<file path="config.mk">
export PLATFORM = sky130hd
export DESIGN_NAME = sbp_alloc
export DESIGN_NICKNAME = d
export VERILOG_FILES = /design/src/rtl/sbp_pkg.sv /design/src/rtl/sbp_port_ctr.sv /design/src/rtl/sbp_rr_pick.sv /design/src/rtl/sbp_cfg_bank.sv /design/src/rtl/sbp_alloc.sv
export SDC_FILE = /design/constraint.sdc
export NUM_CORES = 1
export LEC_CHECK = 0
export CAP_MARGIN = 10
export CORE_MARGIN = 1.5
export CORE_UTILIZATION = 70
export CTS_CLUSTER_SIZE = 25
export DETAILED_ROUTE_END_ITERATION = 6
export DONT_BUFFER_PORTS = 1
export MAX_ROUTING_LAYER = met4
export PLACE_DENSITY_LB_ADDON = 0.08
export SYNTH_ARGS = -nofsm -noshare
export SYNTH_HDL_FRONTEND = slang
export SYNTH_SLANG_ARGS = --single-unit
export TNS_END_PERCENT = 30
</file>
<file path="constraint.sdc">
create_clock -name clk -period 20.5 [get_ports clk]
set_input_delay 4.1 -clock clk [delete_from_list [all_inputs] [get_ports clk]]
set_output_delay 4.1 -clock clk [all_outputs]
set_load 0.01 [all_outputs]
</file>
<file path="src/rtl/sbp_pkg.sv">
package sbp_pkg;

   // How a port's request is served in one cycle.
   typedef enum logic [1:0] {
      TAKE_NONE = 2'd0,
      TAKE_OWN  = 2'd1,
      TAKE_POOL = 2'd2
   } take_e;

endpackage

</file>
<file path="src/rtl/sbp_port_ctr.sv">
module sbp_port_ctr
   import sbp_pkg::*;
#(
   parameter int CNT_W = 7
) (
   input  logic             clk,
   input  logic             rst_n,
   input  take_e            take,
   input  logic             free_stb,
   output logic [CNT_W-1:0] own_cnt,
   output logic [CNT_W-1:0] bor_cnt
);

   logic own_inc, bor_inc, own_dec, bor_dec;

   // Frees are charged to borrowed buffers before the port's own share.
   always_comb begin
      own_inc = (take == TAKE_OWN);
      bor_inc = (take == TAKE_POOL);
      bor_dec = free_stb && (bor_cnt != '0);
      own_dec = free_stb && (bor_cnt == '0) && (own_cnt != '0);
   end

   always_ff @(posedge clk or negedge rst_n) begin
      if (!rst_n) begin
         own_cnt <= '0;
         bor_cnt <= '0;
      end else begin
         own_cnt <= own_cnt + CNT_W'(own_inc) - CNT_W'(own_dec);
         bor_cnt <= bor_cnt + CNT_W'(bor_inc) - CNT_W'(bor_dec);
      end
   end

endmodule

</file>
<file path="src/rtl/sbp_rr_pick.sv">
module sbp_rr_pick #(
   parameter int N     = 4,
   parameter int SEL_W = 2
) (
   input  logic         clk,
   input  logic         rst_n,
   input  logic [N-1:0] cand,
   output logic [N-1:0] win
);

   logic [SEL_W-1:0] ptr_q;
   logic             hit;
   logic [SEL_W-1:0] hit_idx;

   always_comb begin
      win     = '0;
      hit     = 1'b0;
      hit_idx = '0;
      for (int i = 0; i < N; i++) begin
         automatic int idx = (int'(ptr_q) + i) % N;
         if (!hit && cand[idx]) begin
            hit      = 1'b1;
            win[idx] = 1'b1;
            hit_idx  = SEL_W'(idx);
         end
      end
   end

   always_ff @(posedge clk or negedge rst_n) begin
      if (!rst_n) begin
         ptr_q <= '0;
      end else if (hit) begin
         ptr_q <= (int'(hit_idx) == N - 1) ? '0 : hit_idx + 1'b1;
      end
   end

endmodule

</file>
<file path="src/rtl/sbp_cfg_bank.sv">
module sbp_cfg_bank #(
   parameter int N          = 4,
   parameter int CNT_W      = 7,
   parameter int SEL_W      = 2,
   parameter int SUM_W      = 10,
   parameter int TOTAL_BUFS = 64,
   parameter int DEF_MIN    = 8,
   parameter int DEF_THR    = 2
) (
   input  logic             clk,
   input  logic             rst_n,
   input  logic             idle,
   input  logic             cfg_we,
   input  logic [SEL_W-1:0] cfg_sel,
   input  logic [CNT_W-1:0] cfg_min,
   input  logic [CNT_W-1:0] cfg_thr,
   output logic [CNT_W-1:0] min_q [N],
   output logic [CNT_W-1:0] thr_q [N],
   output logic [SUM_W-1:0] sum_min,
   output logic             over_commit
);

   logic wr_ok;

   assign wr_ok = cfg_we && idle && (int'(cfg_sel) < N);

   for (genvar p = 0; p < N; p++) begin : g_reg
      always_ff @(posedge clk or negedge rst_n) begin
         if (!rst_n) begin
            min_q[p] <= CNT_W'(DEF_MIN);
            thr_q[p] <= CNT_W'(DEF_THR);
         end else if (wr_ok && (int'(cfg_sel) == p)) begin
            min_q[p] <= cfg_min;
            thr_q[p] <= cfg_thr;
         end
      end
   end

   always_comb begin
      sum_min = '0;
      for (int p = 0; p < N; p++) begin
         sum_min = sum_min + SUM_W'(min_q[p]);
      end
      over_commit = (sum_min > SUM_W'(TOTAL_BUFS));
   end

endmodule

</file>
<file path="src/rtl/sbp_alloc.sv">
module sbp_alloc
   import sbp_pkg::*;
#(
   parameter int NUM_PORTS  = 4,
   parameter int TOTAL_BUFS = 64,
   parameter int DEF_MIN    = TOTAL_BUFS / (2 * NUM_PORTS),
   parameter int DEF_THR    = DEF_MIN / 4,
   parameter int CNT_W      = $clog2(TOTAL_BUFS + 1),
   parameter int SEL_W      = $clog2(NUM_PORTS)
) (
   input  logic                 clk,
   input  logic                 rst_n,
   input  logic [NUM_PORTS-1:0] alloc_req,
   output logic [NUM_PORTS-1:0] alloc_gnt,
   input  logic [NUM_PORTS-1:0] free_stb,
   input  logic                 cfg_we,
   input  logic [SEL_W-1:0]     cfg_sel,
   input  logic [CNT_W-1:0]     cfg_min,
   input  logic [CNT_W-1:0]     cfg_thr,
   output logic                 cfg_err
);

   localparam int SUM_W = CNT_W + $clog2(NUM_PORTS) + 1;

   // Elaboration-time parameter checks.
   if (NUM_PORTS < 2) begin : g_bad_ports
      $error("sbp_alloc: NUM_PORTS must be at least 2");
   end
   if (CNT_W < $clog2(TOTAL_BUFS + 1)) begin : g_bad_cnt
      $error("sbp_alloc: CNT_W too narrow for TOTAL_BUFS");
   end
   if (SEL_W < $clog2(NUM_PORTS)) begin : g_bad_sel
      $error("sbp_alloc: SEL_W too narrow for NUM_PORTS");
   end
   if (DEF_MIN * NUM_PORTS > TOTAL_BUFS || DEF_THR > DEF_MIN) begin : g_bad_def
      $error("sbp_alloc: default floors or thresholds inconsistent");
   end

   logic [CNT_W-1:0]           own_cnt [NUM_PORTS];
   logic [CNT_W-1:0]           bor_cnt [NUM_PORTS];
   logic [CNT_W-1:0]           min_q   [NUM_PORTS];
   logic [CNT_W-1:0]           thr_q   [NUM_PORTS];
   logic [SUM_W-1:0]           sum_min;
   logic [SUM_W-1:0]           sum_bor;
   logic                       over_commit;
   logic                       idle;
   logic                       pool_nz;
   logic [NUM_PORTS-1:0]       own_ok;
   logic [NUM_PORTS-1:0]       pool_cand;
   logic [NUM_PORTS-1:0]       pool_win;
   logic [NUM_PORTS*CNT_W-1:0] own_flat, bor_flat, min_flat, thr_flat;

   sbp_cfg_bank #(
      .N          (NUM_PORTS),
      .CNT_W      (CNT_W),
      .SEL_W      (SEL_W),
      .SUM_W      (SUM_W),
      .TOTAL_BUFS (TOTAL_BUFS),
      .DEF_MIN    (DEF_MIN),
      .DEF_THR    (DEF_THR)
   ) u_cfg (
      .clk         (clk),
      .rst_n       (rst_n),
      .idle        (idle),
      .cfg_we      (cfg_we),
      .cfg_sel     (cfg_sel),
      .cfg_min     (cfg_min),
      .cfg_thr     (cfg_thr),
      .min_q       (min_q),
      .thr_q       (thr_q),
      .sum_min     (sum_min),
      .over_commit (over_commit)
   );

   always_comb begin
      sum_bor = '0;
      idle    = 1'b1;
      for (int p = 0; p < NUM_PORTS; p++) begin
         sum_bor = sum_bor + SUM_W'(bor_cnt[p]);
         if (own_cnt[p] != '0 || bor_cnt[p] != '0) begin
            idle = 1'b0;
         end
      end
      pool_nz = (sum_min + sum_bor) < SUM_W'(TOTAL_BUFS);
   end

   for (genvar p = 0; p < NUM_PORTS; p++) begin : g_port
      take_e take;

      assign own_ok[p]    = alloc_req[p] && !over_commit && (own_cnt[p] < min_q[p]);
      assign pool_cand[p] = alloc_req[p] && !over_commit && pool_nz &&
                            (own_cnt[p] >= min_q[p]) && (own_cnt[p] > thr_q[p]);
      assign take         = own_ok[p]   ? TAKE_OWN  :
                            pool_win[p] ? TAKE_POOL : TAKE_NONE;

      sbp_port_ctr #(.CNT_W(CNT_W)) u_ctr (
         .clk      (clk),
         .rst_n    (rst_n),
         .take     (take),
         .free_stb (free_stb[p]),
         .own_cnt  (own_cnt[p]),
         .bor_cnt  (bor_cnt[p])
      );

      assign own_flat[p*CNT_W +: CNT_W] = own_cnt[p];
      assign bor_flat[p*CNT_W +: CNT_W] = bor_cnt[p];
      assign min_flat[p*CNT_W +: CNT_W] = min_q[p];
      assign thr_flat[p*CNT_W +: CNT_W] = thr_q[p];
   end

   sbp_rr_pick #(.N(NUM_PORTS), .SEL_W(SEL_W)) u_pick (
      .clk   (clk),
      .rst_n (rst_n),
      .cand  (pool_cand),
      .win   (pool_win)
   );

   assign alloc_gnt = own_ok | pool_win;
   assign cfg_err   = over_commit;

endmodule

</file>
== Word level (Yosys, flattened, before mapping) ==
Index checks and enable logic that the tools add are counted.

* Logic and storage cells: 197
* Flip-flop bits (word level): 114
* Output and inout port bits: 5
* Bits of input ports: 27

* Order comparisons: 22
* Equal/unequal tests: 12
* Bitwise logic cells: 7
* Reductions and logical operators: 68
* Add/subtract/negate cells: 27
* Muxes and demuxes: 44

{| class="wikitable"
|+ Operators with widths
! kind !! number
|-
| adder 7 x 1 -> 7 bit || 8
|-
| nonzero test 7 bit || 8
|-
| subtractor 7 x 1 -> 7 bit || 8
|-
| logical AND 1 bit || 44
|-
| greater-or-equal comparator 7 bit || 4
|-
| greater-than comparator 7 bit || 4
|-
| logical NOT 7 bit || 4
|-
| < comparator 7 bit || 4
|-
| two-way mux 2 bit || 13
|-
| adder 10 x 7 -> 10 bit || 2
|-
| two-way mux 1 bit || 19
|-
| adder 7 x 7 -> 8 bit || 2
|-
| two-way mux 4 bit || 4
|-
| OR 4 bit || 4
|-
| == test 2 x 1 -> 1 bit (second input constant) || 6
|-
| == test 2 bit (second input constant) || 6
|-
| < comparator 3 x 4 -> 1 bit (second input constant) || 3
|-
| adder 10 bit || 1
|-
| adder 9 x 7 -> 10 bit || 1
|-
| greater-than comparator 10 x 7 -> 1 bit (second input constant) || 1
|-
| < comparator 10 x 7 -> 1 bit (second input constant) || 1
|-
| adder 8 x 7 -> 9 bit || 1
|-
| greater-or-equal comparator 3 x 1 -> 1 bit (second input constant) || 3
|-
| binary-select mux 1 bit (select 2 bit) || 4
|-
| 10 further kinds || 25
|}

== Logic depth before layout (Yosys ltp) ==
Gate-level depths: netlist of run 1.

* Depth in word-level cells: 26
* Gate-level depth with buffers: 38
* Mapped depth without buffers: 38

== Modules after synthesis ==
A second synthesis of run 1 with hierarchy kept.

* Cells, all modules: 1068
* Area, all modules: 10216.0 um^2

{| class="wikitable"
|+ By module, submodules not included
! module !! seq. area each (um^2) !! area an instance (um^2) !! cells each !! times used
|-
| sbp_port_ctr || 350.3 || 1076.0 || 110 || 4
|-
| sbp_cfg_bank || 1411.4 || 2825.2 || 220 || 1
|-
| sbp_alloc || 0.0 || 2622.5 || 358 || 1
|-
| sbp_rr_pick || 50.0 || 464.2 || 50 || 1
|}

== Worst setup path before layout of run 1 ==
OpenSTA, ideal clock, no wires.

* Path type: register -> output
* From: register u_cfg.min_q[14] (netlist name)
* To: output alloc_gnt[1]
* Buffers on the path: 0
* Slack: 9.744 ns
* Data arrival time: 6.656 ns
* Required time: 16.400 ns
* Cell stages (with the launch flop): 29
* Cells stage by stage: dfrtp_1 ha_1 fa_1 a21oi_1 nor2_1 nor2_1 xnor2_1 fa_1 inv_1 ha_1 o21ai_0 o21bai_1 a21oi_1 xnor2_1 fa_1 fa_1 inv_1 fa_1 inv_1 ha_1 a21o_1 a211oi_1 a31oi_1 xor2_1 nor4_4 o2111a_2 nor2_2 a222oi_1 nand2b_1

* Word-level cells in the longest chain between the ends: 22
* Elaborated cells between the ends (all ways): 54
* Those cells by class: add/sub: 4; order compare: 4; mux: 18; bitwise: 4; reduce/logical: 24

{| class="wikitable"
|+ Ends and longest elaborated chain
! element !! RTL line !! text
|-
| start: declaration || sbp_cfg_bank.sv:17 || <nowiki>output logic [CNT_W-1:0] min_q [N],</nowiki>
|-
| start signal: indexed assignment || sbp_cfg_bank.sv:30 || <nowiki>min_q[p] <= CNT_W'(DEF_MIN);</nowiki>
|-
| start signal: indexed assignment || sbp_cfg_bank.sv:33 || <nowiki>min_q[p] <= cfg_min;</nowiki>
|-
| branches (longest 21 deep; another with adder 10 x 7 -> 10 bit) || n/a ||
|-
| OR 4 bit (*) || sbp_alloc.sv:118 || <nowiki>assign alloc_gnt = own_ok | pool_win;</nowiki>
|-
| end: declaration || sbp_alloc.sv:14 || <nowiki>output logic [NUM_PORTS-1:0] alloc_gnt,</nowiki>
|}

Every way passes the cells marked *. The select of a mux whose other input is x is not followed.

== Final worst setup path of run 1 ==
Ends and elaborated chain as after synthesis.

==> impl_metrics.csv, run 1 <==
group,metric,value,unit
status,status,"completed",
cells_and_area,instances_no_fill,1199,
drt,wl,21.3,mm
synthesis,synth_nets,1218,
synthesis,synth_area,9800,µm²
worst_setup_path,crit_path_max_fanout,10,
worst_setup_path,crit_type,"flop to output port",
synthesis,synth.ff_latch_count,114,
placed_design,gp_congestion,0.934,
global_routing,grt_antenna_before_repair,0,
global_routing,grt_pass1_vias,7153,
synthesis,ys.flop_type,"dfrtp_1",
worst_setup_path,cp.required,16.40,ns
global_routing,grt_max_degree,115,
timing,fin_crit,12.02,ns
worst_setup_path,end_kind,"output port",
placed_design,dp_slack,8.96,ns
timing,setup_viol,0,
worst_setup_path,cp_top_family,"adder cells",
timing,drv_slew,0,
floorplanning,num_rows,43,
cells_and_area,fin_area,10500,µm²
timing,slew_headroom,33.5,%
synthesis,seq_area_frac_synth,29.2,%
cells_and_area,synthToLayoutAreaGrowth,7.42,%
clock_network,clk_pin_slew,0.06,ns
timing,tightest_slew,0.988,ns
placed_design,post-dp-hpwl,16.5,mm
timing,max_freq,83.2,MHz
worst_setup_path,crit_slowest_cell,"fa_1",
cells_and_area,layout_commonest_cell,"inv_1",
clock_network,cts_root_buf,"clkbuf_16",
timing,hold_viol_final,0,
drt,ant_nets,0,
drt,vias_per_cell,5.79,
min_path,min_from,"u_cfg.thr_q[20]",
clock_network,cts_inserted_buffers,17,
placed_design,portBuffers,0,
timing,post-route-period-util,58.6,%
clock_network,cts_buffer_depth,2,
synthesis,synth_cell_type_count,75,
floorplanning,dieArea,14700,µm²
timing,grt_setup_unrepaired,"no",
worst_setup_path,reg2reg_to,"g_port[1].u_ctr.bor_cnt[6]",
clock_network,cts_max_level,4,
drt,first_pass_iters,5,
clock_network,cts_sinks,114,
worst_setup_path,ff2ff_path_depth,33,
drt,drc,0,
timing,setup_ws,8.48,ns
drt,via_count,6948,
worst_setup_path,r2r_slack,11.67,ns
worst_setup_path,cpMostUsedCell,"fa_1",
worst_setup_path,critical_path.startpoint_type,"flop",
worst_setup_path,worstReg2RegStart,"u_cfg.min_q[14]",
cells_and_area,fin_nets,1229,
min_path,hold_path_depth,1,
worst_setup_path,slowest_delay,0.56,ns
synthesis,ys_warn_count,0,
timing,setup-tns-final,0,ns
floorplanning,core-area,13800,µm²
timing,fin_skew,0.00841,ns
clock_network,cts_tree,"done",
global_routing,grt_first_pass_wirelength,35.5,mm
placed_design,dp.cells,1167,
synthesis,synth_edf_count,0,
synthesis,syn_avg_cell_area,9.85,µm²
clock_network,cts-hold-fix-buffers,0,
synthesis,synthCells,995,
clock_network,cts_setup_buffers,0,
floorplanning,ioPinCount,32,
global_routing,track_usage,32.6,%
floorplanning,chipWidth,121,µm
min_path,whs_endpoint,"u_cfg.thr_q[20]",
placed_design,placed_area,10000,µm²
cells_and_area,final_cell_mix,"204 x inv_1, 160 x ha_1, 106 x dfrtp_1",
drt,drt_iter0_drc,338,
global_routing,overflow,0,
worst_setup_path,cp.arrival,7.92,ns
cells_and_area,n_antenna_cell,0,
drt,wl_per_cell,17.8,µm
clock_network,clk_latency,0.42,ns
floorplanning,die_y,121,µm
synthesis,synthArstFlopShare,100,%
floorplanning,initial_core_util,71.2,%
cells_and_area,drive_gt1_share,11.4,%
min_path,hold_path_class,"flop to flop",
run,cap_violations,0,
worst_setup_path,path_buf_inv,3,
clock_network,ctsResizeCount,0,
[cell usage after synthesis, drive strengths merged (6+ instances only)]
| master | n | area [µm²] |
|---|---|---|
| xor2 | 20 | 175 |
| nor4 | 11 | 83.8 |
| nor3 | 7 | 35.0 |
| dfstp | 8 | 210 |
| nor2b | 10 | 62.6 |
| xnor2 | 40 | 350 |
| nand3 | 11 | 60.1 |
| o21a | 10 | 75.1 |
| clkbuf | 6 | 23.8 |
| ha | 160 | 2000 |
| a22o | 6 | 52.6 |
| o21ai | 25 | 129 |
| fa | 36 | 721 |
| a211oi | 12 | 103 |
| dfrtp | 106 | 2650 |
| nand2b | 9 | 56.3 |
| mux2 | 57 | 642 |
| o21bai | 14 | 105 |
| nor2 | 55 | 209 |
| nand4 | 9 | 56.3 |
| a21oi | 57 | 289 |
| and3 | 12 | 76.3 |
| inv | 204 | 766 |
| nand2 | 23 | 88.8 |
| a21o | 13 | 97.6 |
[layer usage]
metal	routed length [µm]	vias up	part of all wire [%]	global-route usage [%]
met3	1360	47	6.4	9.82
li1	-	3414	-	-
met1	9190	3309	43	38.9
met4	765	0	3.6	14.1
met2	10000	178	47	51.4
met5	0	-	0	-
[sequential cells by signal, summed over array words and instances, names as in the netlist]
register,count
u_pick.ptr_q,2
g_port.u_ctr.bor_cnt,28
u_cfg.min_q,28
u_cfg.thr_q,28
g_port.u_ctr.own_cnt,28
[area by class of cell]
cell class	instances	area [µm²]
clock buffer	20	447
clock inverter	12	86.3
fill	993	3240
inverter	205	769
multi-input combinational	666	6130
sequential	114	2860
tap	180	225
timing repair buffer	2	15.0
[cells by family after synthesis]
kind of cell	count (synthesis)	share of synthesized area, %
flops	114	29.2
buf+inv	215	8.32
compound gates	181	13.1
simple gates	168	9.07
fa+ha+maj	196	27.8
xor+xnor	60	5.36
mux	61	7.21
[through the flow]
| step | hold WS (ns) | util [%] |
|---|---|---|
| 3_5_place_dp | 0.494 | 72.6 |
| 5_1_grt | 0.515 | 76.5 |
| 2_1_floorplan | 0.479 | - |
| 6_report | 0.503 | 76.5 |
| 3_3_place_gp | 0.488 | 72.6 |
| 4_1_cts | 0.506 | 76.5 |
[worst register-to-register path: cells and delay by family (launching register included)]
family	cells	cell delay, ns
fa+ha+maj	10	3.98
compound gates	11	2.67
simple gates	5	0.87
xor+xnor	4	0.66
flops	1	0.41
buf+inv	3	0.15
[worst max-delay path by stage]
stage	start	depth (start not counted)	end
finish	u_cfg.min_q[14]	25	alloc_gnt[1]
global route	u_cfg.min_q[14]	28	alloc_gnt[1]
CTS	u_cfg.min_q[14]	25	alloc_gnt[1]
detailed placement	u_cfg.min_q[14]	25	alloc_gnt[1]
global placement	u_cfg.min_q[14]	28	alloc_gnt[1]
floorplan	u_cfg.min_q[14]	28	alloc_gnt[1]
Power of run 1 is left out: the tool's default activity adds up to more than one toggle a clock period on the data nets, which glitch-free logic cannot reach.
==> inputs of run 2 (changes only) <==
Settings changed: ABC_AREA set to 1, CORE_UTILIZATION 70 to 59.
Clock period 20.5 ns to 9.8 ns, I/O delays scaled along.
==> run 2 against run 1 <==
Global-route usage is 5.3 points lower; clock skew about the same; hold slack got worse by 0.017 ns; critical path depth up 11; synthesized area decreased by 0.28%; largest cell class unchanged; highest routed layer unchanged.
==> impl_metrics.csv, run 2 <==
group,metric,value,unit
drt,vias_per_cell,5.10,
synthesis,synth_edf_count,0,
placed_design,post-dp-hpwl,16.7,mm
global_routing,track_usage,27.3,%
drt,wl,21.2,mm
cells_and_area,synthToLayoutAreaGrowth,8.79,%
synthesis,synth.most_common_cell,"inv_1",
synthesis,synth.ff_latch_count,114,
timing,slew_headroom,42.3,%
timing,tightest_slew,0.859,ns
floorplanning,core-area,16100,µm²
worst_setup_path,ff2ff_path_depth,45,
timing,fin_crit,9.17,ns
synthesis,synth_top_area_share,27.1,%
clock_network,cts-hold-fix-buffers,0,
clock_network,clk_latency,0.42,ns
worst_setup_path,cp_top_family,"adder cells",
worst_setup_path,path_buf_inv,7,
synthesis,seq_area_frac_synth,29.3,%
timing,setup-tns-final,0,ns
drt,drc,0,
cells_and_area,n_antenna_cell,0,
clock_network,cts_max_level,4,
floorplanning,num_rows,46,
clock_network,cts_buffer_depth,2,
min_path,hold_path_depth,2,
drt,ant_nets,0,
clock_network,cts_inserted_buffers,17,
drt,drt_iter0_drc,366,
timing,setup_viol,0,
floorplanning,initial_core_util,60.9,%
synthesis,synth_area,9780,µm²
synthesis,ys.flop_type,"dfrtp_1",
min_path,whs_endpoint,"u_cfg.thr_q[10]",
cells_and_area,layout_commonest_cell,"inv_1",
placed_design,portBuffers,0,
worst_setup_path,end_kind,"output port",
clock_network,clk_pin_slew,0.06,ns
synthesis,synth_area_leaders,"dfrtp_1 27%, ha_1 20%, inv_1 10%",
synthesis,synth_nets,1414,
global_routing,grt_max_degree,115,
placed_design,dp_slack,1.02,ns
drt,wl_per_cell,14.8,µm
synthesis,synthArstFlopShare,100,%
cells_and_area,drive_gt1_share,7.00,%
synthesis,ys_warn_count,0,
worst_setup_path,crit_type,"flop to output port",
min_path,min_from,"u_cfg.thr_q[10]",
clock_network,cts_root_buf,"clkbuf_16",
worst_setup_path,crit_slowest_cell,"fa_1",
floorplanning,chipWidth,132,µm
worst_setup_path,worstReg2RegStart,"u_cfg.min_q[21]",
global_routing,overflow,0,
status,status,"completed",
cells_and_area,fin_nets,1425,
min_path,hold_path_class,"flop to flop",
drt,via_count,7299,
worst_setup_path,crit_path_max_fanout,10,
run,cap_violations,0,
timing,fin_skew,0.00834,ns
floorplanning,dieArea,17400,µm²
clock_network,cts_setup_buffers,0,
clock_network,ctsResizeCount,0,
drt,first_pass_iters,5,
synthesis,yosysTopAreaCell,"dfrtp_1",
global_routing,grt_antenna_before_repair,0,
synthesis,syn_avg_cell_area,8.21,µm²
worst_setup_path,r2r_slack,1.75,ns
worst_setup_path,cp.arrival,7.21,ns
placed_design,gp_congestion,0.901,
timing,hold_viol_final,0,
worst_setup_path,slowest_delay,0.51,ns
floorplanning,die_y,132,µm
worst_setup_path,cp.required,7.84,ns
worst_setup_path,critical_path.startpoint_type,"flop",
timing,setup_ws,0.626,ns
clock_network,cts_tree,"done",
worst_setup_path,reg2reg_to,"g_port[1].u_ctr.bor_cnt[6]",
timing,max_freq,109,MHz
timing,grt_setup_unrepaired,"no",
floorplanning,ioPinCount,32,
clock_network,cts_sinks,114,
synthesis,synthCells,1191,
global_routing,grt_pass1_vias,7292,
synthesis,synth_cell_type_count,37,
timing,post-route-period-util,93.6,%
cells_and_area,final_cell_mix,"261 x inv_1, 218 x nand2_1, 160 x ha_1",
synthesis,ys_top_cells_by_count,"261 x inv_1, 218 x nand2_1, 160 x ha_1, 106 x dfrtp_1, 80 x o21ai_0",
global_routing,grt_first_pass_wirelength,35.9,mm
timing,drv_slew,0,
==> run 2: kinds of logic (layout without fill, tap and decap cells) <==
group,after synthesis,after routing,share of synthesized area [%]
AOI/OAI and AO/OA,164,164,9.24
xor gates and xnor gates,54,54,4.84
adders and majority gates,196,196,27.8
buffers and inverters,275,299,10.6
DFF,114,114,29.3
and+or+nand+nor,388,388,18.2
==> run 2: area by class of cell <==
cell class,count,area [µm²]
sequential,114,2860
fill,1365,5420
clock buffer,21,460
inverter,267,1000
clock inverter,11,155
multi-input combinational,802,5890
tap,216,270
==> run 2: metrics by stage <==
stage	utilization [%]	cell area (µm²)	std cells	hold WS (ns)
after floorplan	-	9780	1191	0.453
after global placement	62.4	10000	1399	0.466
after detailed placement	62.4	10000	1399	0.472
after CTS	66.2	10600	1431	0.487
after global routing	66.2	10600	1431	0.504
final	66.2	10600	1431	0.486
==> run 2: how the worst max path moves through the flow <==
stage / endpoint / startpoint / slack [ns] / cells past startpoint
after global placement: alloc_gnt[3] / u_cfg.min_q[14] / 1.11 / 38
after floorplan: alloc_gnt[0] / u_cfg.min_q[14] / 1.74 / 36
final: alloc_gnt[2] / u_cfg.min_q[21] / 0.63 / 36
after CTS: alloc_gnt[3] / u_cfg.min_q[14] / 0.53 / 36
after detailed placement: alloc_gnt[3] / u_cfg.min_q[14] / 1.02 / 36
after global routing: alloc_gnt[2] / u_cfg.min_q[23] / 0.08 / 40
==> run 2: layer usage <==
| layer | wire length [µm] | GRT usage (%) |
|---|---|---|
| met1 | 10300 | 34.8 |
| met2 | 9710 | 44.0 |
| met3 | 553 | 4.81 |
| met4 | 688 | 9.63 |
| met5 | 0 | - |
==> run 2: tightest hold or removal path, stage by stage, from the launching register on <==
cell	delay, ns
dfrtp_1	0.34
nand2_1	0.05
o21ai_0	0.06
Power of run 2 is left out for the same reason.
==> inputs of run 3 (changes only) <==
Settings changed: CELL_PAD_IN_SITES_DETAIL_PLACEMENT set to 2, CELL_PAD_IN_SITES_GLOBAL_PLACEMENT set to 2, CORE_UTILIZATION 59 to 36.
==> run 3 against run 2 <==
Global-route usage decreased by 4.4 points; final area increased by 1.8%; setup slack got worse by 0.16 ns; first-iteration DRC count decreased by 30%; critical path depth unchanged; hold slack improved by 0.0018 ns; non-clock buffer count increased by 2; clock skew increased by 0.0067 ns; utilization decreased by 26 points; fmax decreased by 1.7%; largest cell class unchanged.
==> impl_metrics.csv, run 3 (synthesis results as in run 2) <==
group,metric,value,unit
status,status,"completed",
cells_and_area,fin_util,40.4,%
drt,first_pass_iters,4,
worst_setup_path,cp_top_family,"adder cells",
placed_design,portBuffers,0,
placed_design,placed_area,10200,µm²
worst_setup_path,slowest_delay,0.54,ns
drt,drc,0,
timing,hold_viol_final,0,
timing,max_freq,107,MHz
drt,wl_met3,497,µm
worst_setup_path,crit_slowest_cell,"fa_1",
cells_and_area,multiInputGateArea,5920,µm²
clock_network,cts_buffer_depth,2,
drt,drt_iter0_drc,255,
floorplanning,initial_core_util,36.5,%
drt,dr_wl_met2,14.3,mm
clock_network,clk_latency,0.43,ns
placed_design,post-dp-hpwl,22.9,mm
cells_and_area,seq_area,2860,µm²
drt,wl_per_cell,18.5,µm
global_routing,track_usage,22.9,%
drt,via_count,7717,
worst_setup_path,path_buf_inv,7,
drt,routed.top_layer,"met4",
timing,drv_slew,0,
timing,hold_ws,0.488,ns
global_routing,overflow,0,
global_routing,grt_pass1_vias,8655,
worst_setup_path,worstSetupStartpoint,"u_cfg.min_q[14]",
cells_and_area,drive_gt1_share,7.72,%
floorplanning,ioPinCount,32,
worst_setup_path,end_kind,"output port",
cells_and_area,n_antenna_cell,0,
global_routing,grt_antenna_before_repair,0,
timing,tightest_slew,1.01,ns
min_path,hold_path_class,"flop to flop",
clock_network,cts_sinks,114,
min_path,min_from,"u_cfg.thr_q[26]",
clock_network,cts_max_level,4,
floorplanning,dieArea,28200,µm²
global_routing,grt_first_pass_wirelength,47.7,mm
clock_network,cts_root_buf,"clkbuf_16",
worst_setup_path,worstReg2RegStart,"u_cfg.min_q[14]",
worst_setup_path,cp.required,7.84,ns
cells_and_area,layout_commonest_cell,"inv_1",
worst_setup_path,cp.arrival,7.37,ns
worst_setup_path,crit_path_max_fanout,10,
timing,slew_headroom,32.3,%
worst_setup_path,crit_type,"flop to output port",
cells_and_area,fin_nets,1427,
floorplanning,die_y,168,µm
drt,wl_met1,13.3,mm
run,cap_violations,0,
clock_network,cts-hold-fix-buffers,0,
timing,setup_viol,0,
timing,fin_crit,9.33,ns
drt,wl,28.9,mm
placed_design,dp.cells,1524,
cells_and_area,synthToLayoutAreaGrowth,10.8,%
global_routing,grt_max_degree,115,
floorplanning,num_rows,60,
floorplanning,core-area,26800,µm²
cells_and_area,fin_area,10800,µm²
clock_network,cts_tree,"done",
timing,fin_skew,0.0150,ns
placed_design,gp_congestion,0.854,
worst_setup_path,critical_path.startpoint_type,"flop",
clock_network,clk_pin_slew,0.06,ns
cells_and_area,instances_no_fill,1558,
worst_setup_path,cpMostUsedCell,"inv_1",
timing,post-route-period-util,95.2,%
cells_and_area,fillers,3049,
drt,vias_per_cell,4.95,
clock_network,cts_inserted_buffers,17,
drt,ant_nets,0,
cells_and_area,final_cell_mix,"261 x inv_1, 217 x nand2_1, 157 x ha_1",
floorplanning,chipWidth,168,µm
[run 3: layout make-up]
type / count / area share (%)
Sequential cell: 114 / 26.4
Timing Repair Buffer: 2 / 0.139
Clock buffer: 21 / 4.16
Multi-Input combinational cell: 802 / 54.7
Clock inverter: 11 / 1.42
Inverter: 267 / 9.25
Tap cell: 341 / 3.94
[run 3: through the flow]
step                      setup TNS (ns)  setup WS, ns
final                                  0         0.468
after global routing             -0.0143       -0.0143
after CTS                              0         0.114
after detailed placement               0         0.687
after global placement                 0         0.905
after floorplan                        0          1.74
[run 3: worst register-to-register path, delay by kind of cell (launching register included)]
| kind | cells | cell delay, ns |
|---|---|---|
| AOI/OAI and AO/OA | 4 | 0.86 |
| buffers and inverters | 9 | 0.69 |
| and+or+nand+nor | 21 | 2.02 |
| adders and majority gates | 11 | 4.18 |
| DFF | 1 | 0.41 |
| xor gates and xnor gates | 1 | 0.15 |
[run 3: per-layer routing]
layer	global-route usage, %	vias to the layer above
met5	-	-
met4	7.64	0
met3	2.63	33
met2	39.4	66
met1	27.9	3827
li1	-	3791
[run 3: final timing paths]
| path | endpoint | slack [ns] | cells after the start |
|---|---|---|---|
| hold / removal | u_cfg.thr_q[26] | 0.49 | 2 |
| max in group asynchronous | u_cfg.thr_q[1] | 8.25 | 0 |
| hold reg to reg | u_cfg.thr_q[26] | 0.49 | 2 |
| setup reg to reg | g_port[2].u_ctr.bor_cnt[6] | 1.35 | 46 |
| setup / recovery | alloc_gnt[2] | 0.47 | 36 |
| min in group asynchronous | g_port[0].u_ctr.bor_cnt[2] | 1.23 | 0 |
[run 3: timing repair]
| action | 4_1_cts | 5_1_grt |
|---|---|---|
| setup buffers | 0 | 2 |
| setup endpoints to repair | 0 | 4 |
| gates resized for setup | 0 | 9 |
Power of run 3 is left out for the same reason.
